`src/rtl/tanh_shaper_pkg.sv`:
```
package tanh_shaper_pkg;

    localparam int SAMPLE_W    = 16;
    localparam int DRIVE_W     = 16;
    localparam int DRIVE_FRAC  = 14;
    localparam int LUT_IDX_W   = 8;
    localparam int CURVE_SPAN  = 3;
    localparam int CFG_ADDR_W  = 2;
    localparam int CFG_DATA_W  = 16;

    localparam int MAG_W       = SAMPLE_W - 1;
    localparam int PROD_W      = SAMPLE_W + DRIVE_W;
    localparam int LUT_DEPTH   = 1 << LUT_IDX_W;
    localparam int IDX_SHIFT   = MAG_W - LUT_IDX_W;

    localparam logic [CFG_ADDR_W-1:0] ADDR_MODE  = CFG_ADDR_W'(0);
    localparam logic [CFG_ADDR_W-1:0] ADDR_DRIVE = CFG_ADDR_W'(1);

    localparam logic signed [DRIVE_W-1:0] DRIVE_UNITY = DRIVE_W'(1 << DRIVE_FRAC);

    typedef logic signed [SAMPLE_W-1:0] sample_t;
    typedef logic signed [DRIVE_W-1:0]  drive_t;
    typedef logic        [MAG_W-1:0]    mag_t;
    typedef logic        [LUT_IDX_W-1:0] idx_t;

    localparam sample_t SAMPLE_MAX = {1'b0, {(SAMPLE_W-1){1'b1}}};
    localparam sample_t SAMPLE_MIN = {1'b1, {(SAMPLE_W-1){1'b0}}};
    localparam mag_t    MAG_MAX    = {MAG_W{1'b1}};

    // Side information that travels with every sample through the stages.
    typedef struct packed {
        logic    en;
        sample_t raw;
    } tag_t;

    // Scale by drive, divide by 2^DRIVE_FRAC rounding toward zero, saturate.
    function automatic sample_t scale_sat(input sample_t s, input drive_t d);
        logic signed [PROD_W-1:0] p;
        logic signed [PROD_W-1:0] q;
        logic signed [PROD_W-1:0] bias;
        logic signed [PROD_W-1:0] hi;
        logic signed [PROD_W-1:0] lo;
        bias = PROD_W'((1 << DRIVE_FRAC) - 1);
        hi   = PROD_W'(SAMPLE_MAX);
        lo   = -hi - PROD_W'(1);
        p    = PROD_W'(s) * PROD_W'(d);
        if (p < 0)
            q = (p + bias) >>> DRIVE_FRAC;
        else
            q = p >>> DRIVE_FRAC;
        if (q > hi)
            return SAMPLE_MAX;
        else if (q < lo)
            return SAMPLE_MIN;
        else
            return SAMPLE_W'(q);
    endfunction

    // Absolute value with the most negative code clamped to full scale.
    function automatic mag_t fold_mag(input sample_t v);
        if (v == SAMPLE_MIN)
            return MAG_MAX;
        else if (v < 0)
            return MAG_W'(-v);
        else
            return MAG_W'(v);
    endfunction

    // Rational tanh approximation, evaluated once per table entry.
    function automatic mag_t tanh_entry(input int idx);
        longint n;
        longint u;
        longint a;
        longint num;
        longint den;
        longint r;
        n   = longint'(LUT_DEPTH);
        u   = longint'(CURVE_SPAN) * longint'(idx);
        a   = 27 * n * n;
        num = longint'(MAG_MAX) * u * (a + u * u);
        den = n * (a + 9 * u * u);
        r   = (num + den / 2) / den;
        if (r > longint'(MAG_MAX))
            r = longint'(MAG_MAX);
        return MAG_W'(r);
    endfunction

endpackage

```
`src/rtl/ts_cfg_regs.sv`:
```
module ts_cfg_regs
    import tanh_shaper_pkg::*;
(
    input  logic                  clk,
    input  logic                  rst,
    input  logic                  wr_en,
    input  logic [CFG_ADDR_W-1:0] wr_addr,
    input  logic [CFG_DATA_W-1:0] wr_data,
    output logic                  enable,
    output drive_t                drive
);

    always_ff @(posedge clk) begin
        if (rst) begin
            enable <= 1'b0;
            drive  <= DRIVE_UNITY;
        end else if (wr_en) begin
            case (wr_addr)
                ADDR_MODE:  enable <= wr_data[0];
                ADDR_DRIVE: drive  <= drive_t'(wr_data[DRIVE_W-1:0]);
                default:    ;
            endcase
        end
    end

    // without a write strobe the settings do not move
    a_r2_hold_without_write: assert property (@(posedge clk) disable iff (rst)
        !wr_en |=> $stable(enable) && $stable(drive));

    // unmapped addresses leave both settings untouched
    a_r2_unmapped_ignored: assert property (@(posedge clk) disable iff (rst)
        wr_en && wr_addr != ADDR_MODE && wr_addr != ADDR_DRIVE
            |=> $stable(enable) && $stable(drive));

endmodule

```
`src/rtl/ts_curve_lut.sv`:
```
module ts_curve_lut
    import tanh_shaper_pkg::*;
(
    input  idx_t idx,
    output mag_t level
);

    mag_t table_w [LUT_DEPTH];

    for (genvar g = 0; g < LUT_DEPTH; g++) begin : g_entry
        localparam mag_t ENTRY = tanh_entry(g);
        assign table_w[g] = ENTRY;
    end

    assign level = table_w[idx];

endmodule

```
`src/rtl/ts_shape_core.sv`:
```
module ts_shape_core
    import tanh_shaper_pkg::*;
(
    input  logic    clk,
    input  logic    rst,
    input  logic    adv,
    input  logic    in_fire,
    input  sample_t in_sample,
    input  logic    enable,
    input  drive_t  drive,
    output logic    st4_valid,
    output sample_t st4_shaped,
    output tag_t    st4_tag
);

    // Stage 1: drive scaling with saturation
    logic    v1;
    sample_t scaled1;
    tag_t    tag1;
    // Stage 2: magnitude fold and sign capture
    logic    v2;
    idx_t    idx2;
    logic    neg2;
    tag_t    tag2;
    // Stage 3: table lookup
    logic    v3;
    mag_t    level3;
    logic    neg3;
    tag_t    tag3;

    mag_t    level_w;
    mag_t    mag_w;

    assign mag_w = fold_mag(scaled1);

    ts_curve_lut u_lut (
        .idx   (idx2),
        .level (level_w)
    );

    always_ff @(posedge clk) begin
        if (rst) begin
            v1        <= 1'b0;
            v2        <= 1'b0;
            v3        <= 1'b0;
            st4_valid <= 1'b0;
        end else if (adv) begin
            v1        <= in_fire;
            v2        <= v1;
            v3        <= v2;
            st4_valid <= v3;
        end
    end

    always_ff @(posedge clk) begin
        if (rst) begin
            scaled1    <= '0;
            tag1       <= '0;
            idx2       <= '0;
            neg2       <= 1'b0;
            tag2       <= '0;
            level3     <= '0;
            neg3       <= 1'b0;
            tag3       <= '0;
            st4_shaped <= '0;
            st4_tag    <= '0;
        end else if (adv) begin
            scaled1    <= scale_sat(in_sample, drive);
            tag1       <= '{en: enable, raw: in_sample};
            idx2       <= LUT_IDX_W'(mag_w >> IDX_SHIFT);
            neg2       <= scaled1[SAMPLE_W-1];
            tag2       <= tag1;
            level3     <= level_w;
            neg3       <= neg2;
            tag3       <= tag2;
            st4_shaped <= neg3 ? -sample_t'({1'b0, level3}) : sample_t'({1'b0, level3});
            st4_tag    <= tag3;
        end
    end

    // a positive sample with positive drive never wraps to a negative value
    a_r3_no_overflow: assert property (@(posedge clk) disable iff (rst)
        adv && in_fire && in_sample > 0 && drive > 0 |=> !scaled1[SAMPLE_W-1]);

    // the lowest index reads back as zero
    a_r5_zero_entry: assert property (@(posedge clk) disable iff (rst)
        adv && v2 && idx2 == '0 |=> level3 == '0);

    // the reapplied sign follows the captured sign unless the result is zero
    a_r6_sign_restore: assert property (@(posedge clk) disable iff (rst)
        adv && v3 |=> st4_shaped == '0 || st4_shaped[SAMPLE_W-1] == $past(neg3));

    // a valid sample moves one stage per advancing edge
    a_r7_valid_shift: assert property (@(posedge clk) disable iff (rst)
        adv && v3 |=> st4_valid);

endmodule

```
`src/rtl/tanh_shaper.sv`:
```
module tanh_shaper
    import tanh_shaper_pkg::*;
(
    input  logic                  clk,
    input  logic                  rst,
    input  logic                  cfg_wr_en,
    input  logic [CFG_ADDR_W-1:0] cfg_wr_addr,
    input  logic [CFG_DATA_W-1:0] cfg_wr_data,
    input  logic                  in_valid,
    output logic                  in_ready,
    input  logic [SAMPLE_W-1:0]   in_data,
    output logic                  out_valid,
    input  logic                  out_ready,
    output logic [SAMPLE_W-1:0]   out_data
);

    logic    enable;
    drive_t  drive;
    logic    adv;
    logic    st4_valid;
    sample_t st4_shaped;
    tag_t    st4_tag;

    assign adv      = out_ready || !out_valid;
    assign in_ready = adv;

    ts_cfg_regs u_regs (
        .clk     (clk),
        .rst     (rst),
        .wr_en   (cfg_wr_en),
        .wr_addr (cfg_wr_addr),
        .wr_data (cfg_wr_data),
        .enable  (enable),
        .drive   (drive)
    );

    ts_shape_core u_core (
        .clk        (clk),
        .rst        (rst),
        .adv        (adv),
        .in_fire    (in_valid && adv),
        .in_sample  (sample_t'(in_data)),
        .enable     (enable),
        .drive      (drive),
        .st4_valid  (st4_valid),
        .st4_shaped (st4_shaped),
        .st4_tag    (st4_tag)
    );

    // Output alignment stage; bypass samples ride the same four stages.
    always_ff @(posedge clk) begin
        if (rst) begin
            out_valid <= 1'b0;
            out_data  <= '0;
        end else if (adv) begin
            out_valid <= st4_valid;
            out_data  <= st4_tag.en ? st4_shaped : st4_tag.raw;
        end
    end

    // a stalled output holds its value
    a_r9_stall_hold: assert property (@(posedge clk) disable iff (rst)
        out_valid && !out_ready |=> out_valid && $stable(out_data));

    // bypassed samples leave unchanged
    a_r8_bypass_raw: assert property (@(posedge clk) disable iff (rst)
        adv && st4_valid && !st4_tag.en |=> out_data == $past(st4_tag.raw));

    // shaped samples leave as the core computed them
    a_r6_shaped_out: assert property (@(posedge clk) disable iff (rst)
        adv && st4_valid && st4_tag.en |=> out_data == $past(st4_shaped));

endmodule

```
`config.mk`:
```
export PLATFORM = sky130hd
export DESIGN_NAME = tanh_shaper
export DESIGN_NICKNAME = d
export VERILOG_FILES = /design/src/rtl/tanh_shaper_pkg.sv /design/src/rtl/ts_cfg_regs.sv /design/src/rtl/ts_curve_lut.sv /design/src/rtl/ts_shape_core.sv /design/src/rtl/tanh_shaper.sv
export SDC_FILE = /design/constraint.sdc
export NUM_CORES = 1
export LEC_CHECK = 0
export ABC_AREA = 1
export BUFFER_PORTS_ARGS = -buffer_cell sky130_fd_sc_hd__buf_4
export CAP_MARGIN = 5
export CORE_MARGIN = 10
export CORE_UTILIZATION = 55
export CTS_BUF_LIST = sky130_fd_sc_hd__clkbuf_4
export DETAILED_ROUTE_END_ITERATION = 10
export PLACE_DENSITY = 0.7
export SLEW_MARGIN = 20
export SYNTH_ARGS = -nofsm -noshare
export SYNTH_HDL_FRONTEND = slang
export SYNTH_SLANG_ARGS = --single-unit
```
`constraint.sdc`:
```
create_clock -name clk -period 11.8 [get_ports clk]
set_clock_uncertainty 0.15 [all_clocks]
set_input_delay 2.95 -clock clk [delete_from_list [all_inputs] [get_ports clk]]
set_output_delay 2.95 -clock clk [all_outputs]
set_load 0.01 [all_outputs]
```
**After elaboration in Yosys (flattened, before gate mapping)**

Memory sizes are Yosys's and may differ from the RTL's. A register that Yosys moved wholly into a read port is not among the register bits.
Cells that the tools add are included.

- Memory bits (read-only): 3840
- Output and inout bits: 18
- Register bits: 148
- Memories kept: 1

Memory list:

| name | depth | bits a word | rd ports | clocked after Yosys merged registers in | write ports | RTL line | source |
|---|---|---|---|---|---|---|---|
| (no name shown) | 256 | 15 | 1 | 1 | 0 | ts_curve_lut.sv:15 | `assign level = table_w[idx];` |

- Reduce and logical (&&, ||, !) cells: 6
- Bitwise gates (word level): 1
- $add $sub $neg: 3
- Muxes and demuxes: 9
- Multiply operators: 1
- Order comparisons: 4
- Equality and inequality tests: 2

Operators by type and width:

| operator | number |
|---|---|
| $mux 32 | 3 |
| $mux 16 | 4 |
| $add 32x15->32 const B | 1 |
| $gt 32x16->1 const B | 1 |
| $lt 32x1->1 const B | 1 |
| $lt 32x16->1 const B | 1 |
| $mul 16x16->32 | 1 |
| $mux 15 | 2 |
| $eq 16x16->1 const B | 1 |
| $lt 16x1->1 const B | 1 |
| $neg 15->16 | 1 |
| $neg 15->15 | 1 |
| $not 8->9 | 1 |
| $reduce_and 2->1 | 2 |
| $eq 2x1->1 const B | 1 |
| $logic_not 2->1 | 1 |
| $logic_and 1x1->1 | 1 |
| $logic_not 1->1 | 1 |
| $logic_or 1x1->1 | 1 |

**Logic depth before layout (Yosys ltp)**

- Depth after elaboration: 8
- Depth in mapped cells: 40
- Depth with buffers taken out: 37

**By module**

Synthesis repeated with hierarchy kept, for this count alone.

- Cell total of the unflattened synthesis: 3332
- Area, all modules: 21917.3 um2

Modules (own cells, without submodules):

| module | seq. area each (um2) | area each (um2) | cells each | instances |
|---|---|---|---|---|
| ts_shape_core | 2582.5 | 16599.7 | 2301 | 1 |
| ts_curve_lut | 0.0 | 3575.9 | 761 | 1 |
| tanh_shaper | 340.3 | 1029.7 | 162 | 1 |
| ts_cfg_regs | 340.3 | 711.9 | 108 | 1 |

**Worst setup path after synthesis**

No wires, ideal clock.

- Kind: in2reg
- Start point: in in_data[15]
- End point: reg u_core.scaled1[10]
- Required time: 11.541 ns
- Path buffers: 3
- Stages: 34
- Arrival: 8.964 ns
- Slack: 2.577 ns
- Cells stage by stage: clkbuf_1 -> clkbuf_1 -> nand2_1 -> inv_1 -> fa_1 -> inv_1 -> fa_1 -> inv_1 -> fa_1 -> fa_1 -> fa_1 -> inv_1 -> fa_1 -> inv_1 -> ha_1 -> nand2_1 -> inv_1 -> nand2_1 -> inv_1 -> a21oi_1 -> nand4_1 -> nand2_1 -> nand2_1 -> nor2_1 -> nand2_1 -> nor2_2 -> nand3_2 -> nand2_1 -> nand2_2 -> nand2_4 -> buf_6 -> nand3_2 -> nand2_1 -> inv_1

- Word-level cells in the longest chain between the ends: 8

Ends and longest elaborated chain:

| item | RTL line | source |
|---|---|---|
| start, declared | tanh_shaper.sv:11 | `input logic [SAMPLE_W-1:0] in_data,` |
| $mul 16x16->32 * | tanh_shaper_pkg.sv:46 | `p = PROD_W'(s) * PROD_W'(d);` |
| $add 32x15->32 or $lt 32x1->1 (tied branches) | tanh_shaper_pkg.sv:48, tanh_shaper_pkg.sv:47 |  |
| $mux 32 * | tanh_shaper_pkg.sv:47 | `if (p < 0)` |
| $mux 32 * | ts_shape_core.sv:67 | `end else if (adv) begin` |
| $mux 32 * | ts_shape_core.sv:56 | `if (rst) begin` |
| $lt 32x16->1 | tanh_shaper_pkg.sv:53 | `else if (q < lo)` |
| $mux 16 | tanh_shaper_pkg.sv:53 |  |
| $mux 16 * | tanh_shaper_pkg.sv:51 | `if (q > hi)` |
| end signal, assigned | ts_shape_core.sv:68 | `scaled1 <= scale_sat(in_sample, drive);` |
| end, declared | ts_shape_core.sv:18 | `sample_t scaled1;` |

Mark *: on every way between the ends. The rest lies on a longest branch, timed or not. The select of a mux whose other input is x is not followed.
A chain may end at the register's enable or synchronous reset.

**Final worst setup path**

Same ends and word-level chain as after synthesis.

==> summary.txt <==
FLOORPLANNING
-----------------------------------------------------------------------------------------------
Floorplan die width                                                                    215.9 um
I/O pins                                                                                     57
Core outline area                                                                    37760 um^2
Total die area                                                                       46590 um^2
Die height                                                                             215.9 um
Std cell rows                                                                                71
Initial cell density of the core                                                         55.88%

STA
-----------------------------------------------------------------------------------------------
Final Hold Fails                                                                              0
Period utilisation layout                                                                77.63%
Fin crit period                                                                        9.160 ns
Relative slew slack                                                                      36.53%
Final slew viol count                                                                         0
RSZ-0062 raised after global routing                                                      false
Max Freq                                                                              109.2 MHz
Total setup violations reported at the end of the flow                                        0
Total negative setup slack                                                                 0 ns
Fin worst setup slack                                                                  2.640 ns
Worst Tran Pin Value                                                                  0.9520 ns

WORST SETUP PATH
-----------------------------------------------------------------------------------------------
RR Startpoint                                                                      u_regs.drive[4]
Largest stage delay, worst path                                                         0.84 ns
Critical path endpoint category                                                        register
Signal arrival time at the worst endpoint                                               9.62 ns
Req. time, crit path                                                                   12.26 ns
Number of buffers and inverters on the critical path                                          9
Worst Setup Start Kind                                                             primary input
Maximum fanout along the worst path                                                          17
CP delay by family, top                                                             adder cells
Slowest-stage cell, CP                                                             sky130_fd_sc_hd__fa_1
WS Path Type                                                                          in -> reg
Start point of the critical path                                                    in_data[15]
Most used cell along the critical path                                             sky130_fd_sc_hd__nand2_1

CELLS AND AREA
-----------------------------------------------------------------------------------------------
Final non-filler cell total                                                                3587
Total of fill cells in the finished design                                                 3663
Highest-count cells in the layout ignoring fill and taps                           700 x sky130_fd_sc_hd__nand2_1, 667 x sky130_fd_sc_hd__inv_1, 345 x sky130_fd_sc_hd__nor2_1
Fraction of final layout cells with drive strength greater than 1                        6.217%
Area growth from synthesis to layout                                                     4.377%
Post-layout util                                                                         58.33%
Commonest non-fill, non-tap cell in the layout                                     sky130_fd_sc_hd__nand2_1
Final-stage net count                                                                      3458

PLACED DESIGN
-----------------------------------------------------------------------------------------------
Count of input and output buffers                                                            56
Routability congestion estimate                                                           1.035
Cell total after placement                                                                 3551
Placement Setup Slack                                                                  1.953 ns
Half-perimeter wire length after detailed placement                                    53.76 mm

SYNTHESIS
-----------------------------------------------------------------------------------------------
Share of the synthesized area in the top cell type                                       24.86%
Leading post-synthesis cells by cell area                                          sky130_fd_sc_hd__fa_1 25%, sky130_fd_sc_hd__dfxtp_1 15%, sky130_fd_sc_hd__nand2_1 12%
#FFs+latches synth                                                                          163
Primary FF master, synth                                                           sky130_fd_sc_hd__dfxtp_1
Synth Net Count                                                                            3527
Yosys warnings                                                                                0
Mean cell area of the mapped netlist                                                 6.745 um^2
Xor and xnor area share after synthesis                                                 0.9963%
Mapped Cells                                                                               3128
Combinational family with the most area after synthesis                             adder cells
Unique cell type count in the Yosys netlist                                                  50
Fraction of the mapped netlist area in adder cells                                       30.67%
Number of flops mapped to enable cells by yosys                                               0
Fraction of the mapped netlist area in simple logic gates                                24.67%
Multiplexer share of the synthesized area                                                    0%
Mapped cell area                                                                     21100 um^2
Share of synthesized registers carrying an async set or reset                                0%
Seq/Total Area, Yosys                                                                    15.47%
Fraction of the mapped netlist area in compound gates                                    13.01%
Biggest area consumer among synthesized cells                                      sky130_fd_sc_hd__fa_1

CLOCK TREE
-----------------------------------------------------------------------------------------------
Clock buffer count from CTS                                                                  17
Root buffer cell                                                                   sky130_fd_sc_hd__clkbuf_4
Clock input transition at the sequential cells of the worst setup and hold paths        0.19 ns
Resized cells post-CTS                                                                        0
Buffers inserted by post-CTS timing repair                                                    0
Clock tree buffer depth                                                                       2
Clock tree from TritonCTS                                                                 built
Hold buffers post-CTS                                                                         0
Clk Latency, worst-skew pair                                                            0.70 ns
Clk sink count                                                                              163
CTS HTree Levels                                                                              4

MIN PATH
-----------------------------------------------------------------------------------------------
Launch instance of the worst min-delay path                                        u_core.st4_tag[11]
Hold Crit Class                                                                      reg -> reg

GRT
-----------------------------------------------------------------------------------------------
Number of antenna violations at the first check in global routing                             3
Aggregate global-route resource usage                                                    29.91%
First-pass GRT wire length                                                             109.9 mm
GRT overflow                                                                                  0
Number of global-route vias before repair                                                 20030
Largest net degree at the start of global routing                                           118

POWER AND IR DROP
-----------------------------------------------------------------------------------------------
Leak                                                                                   12.10 nW
Power per cell area                                                                222.5 nW/um^2
IR Drop Worst-Case VDD                                                                0.4261 mV

DETAILED ROUTING
-----------------------------------------------------------------------------------------------
Remaining antenna violation count after routing                                               0
First-iteration detailed-routing DRC count                                                 2170
Detailed-route via count                                                                  20380
Via-per-instance ratio                                                                    5.682
Average routed wire per standard cell                                                  19.42 um
Final wirelength                                                                       69.65 mm
Drt first pass iters                                                                          6
Final routed DRC violation total                                                              0

RUN
-----------------------------------------------------------------------------------------------
Max-cap viol count                                                                            0

STATUS
-----------------------------------------------------------------------------------------------
Outcome                                                                            complete, no violations

## sequential cells by signal, indices dropped and copies added, names as in the netlist, 8 cells and up
register	cells
u_core.level3	15
u_core.scaled1	16
u_core.tag2	17
out_data	16
u_regs.drive	16
u_core.st4_shaped	16
u_core.tag3	17
u_core.idx2	8
u_core.tag1	17
u_core.st4_tag	17
## logic make-up (layout without fill, tap and decap cells)
logic type | after synthesis | after routing
simple gates | 1256 | 1256
buf+inv | 849 | 793
compound gates | 476 | 476
fa+ha+maj | 360 | 360
flops | 163 | 163
xor+xnor | 24 | 24
other cells | 0 | 4
## synth_stat cells (all sizes together) (8+ instances only)
cell / n
nand2: 724
inv: 678
nor2: 365
fa: 262
o21ai: 239
dfxtp: 163
clkbuf: 152
a21oi: 98
ha: 98
nand3: 96
a31oi: 39
nor3: 27
nand4: 25
o211ai: 19
o221ai: 19
xor2: 19
a221oi: 10
clkinv: 10
buf: 9
o31ai: 9
or2: 9
a211oi: 8
## per-stage QoR
stage | cell area (um^2) | hold slack (ns) | total power, mW
3_5_place_dp | 21680 | 0.3140 | 4.435
3_3_place_gp | 21680 | 0.3050 | 4.435
6_report | 22020 | 0.3372 | 4.900
4_1_cts | 22010 | 0.3430 | 4.825
2_1_floorplan | 21100 | 0.2911 | 3.355
5_1_grt | 22020 | 0.3640 | 5.312
## path summary, 6_finish.rpt
kind                   endpoint  slack (ns)  depth (start not counted)
min reg2reg        out_data[11]        0.34                          2
min                out_data[11]        0.34                          2
max          u_core.scaled1[10]        2.64                         31
max reg2reg  u_core.scaled1[10]        4.41                         28
## cell type report
type	count	area, um^2	share of cell area [%]
Sequential cell	163	3266	14.83
Multi-Input combinational cell	2116	14640	66.49
Inverter	688	2589	11.76
Clock buffer	17	127.6	0.5795
Timing Repair Buffer	73	548.0	2.489
Antenna cell	4	10.01	0.04545
Clock inverter	15	198.9	0.9034
Tap cell	511	639.4	2.903
## power by group
group	leakage, nW	internal [mW]	switching [mW]
clock network	0.170	0.106	0.268
registers	1.34	0.642	0.0923
logic	10.6	1.17	2.62
total	12.1	1.92	2.98
## worst min-delay path, delay by kind of cell (launching register included)
family,cells,cell delay (ns)
flops,1,0.34
compound gates,1,0.08
simple gates,1,0.07
## per-layer routing
| layer | global-route usage [%] | routed length, um |
|---|---|---|
| met5 | 0 | 0 |
| met4 | 15.51 | 3814 |
| met3 | 5.427 | 6346 |
| met2 | 48.35 | 32490 |
| met1 | 37.60 | 27000 |
Note: power is estimated with default switching activity, not from simulation.
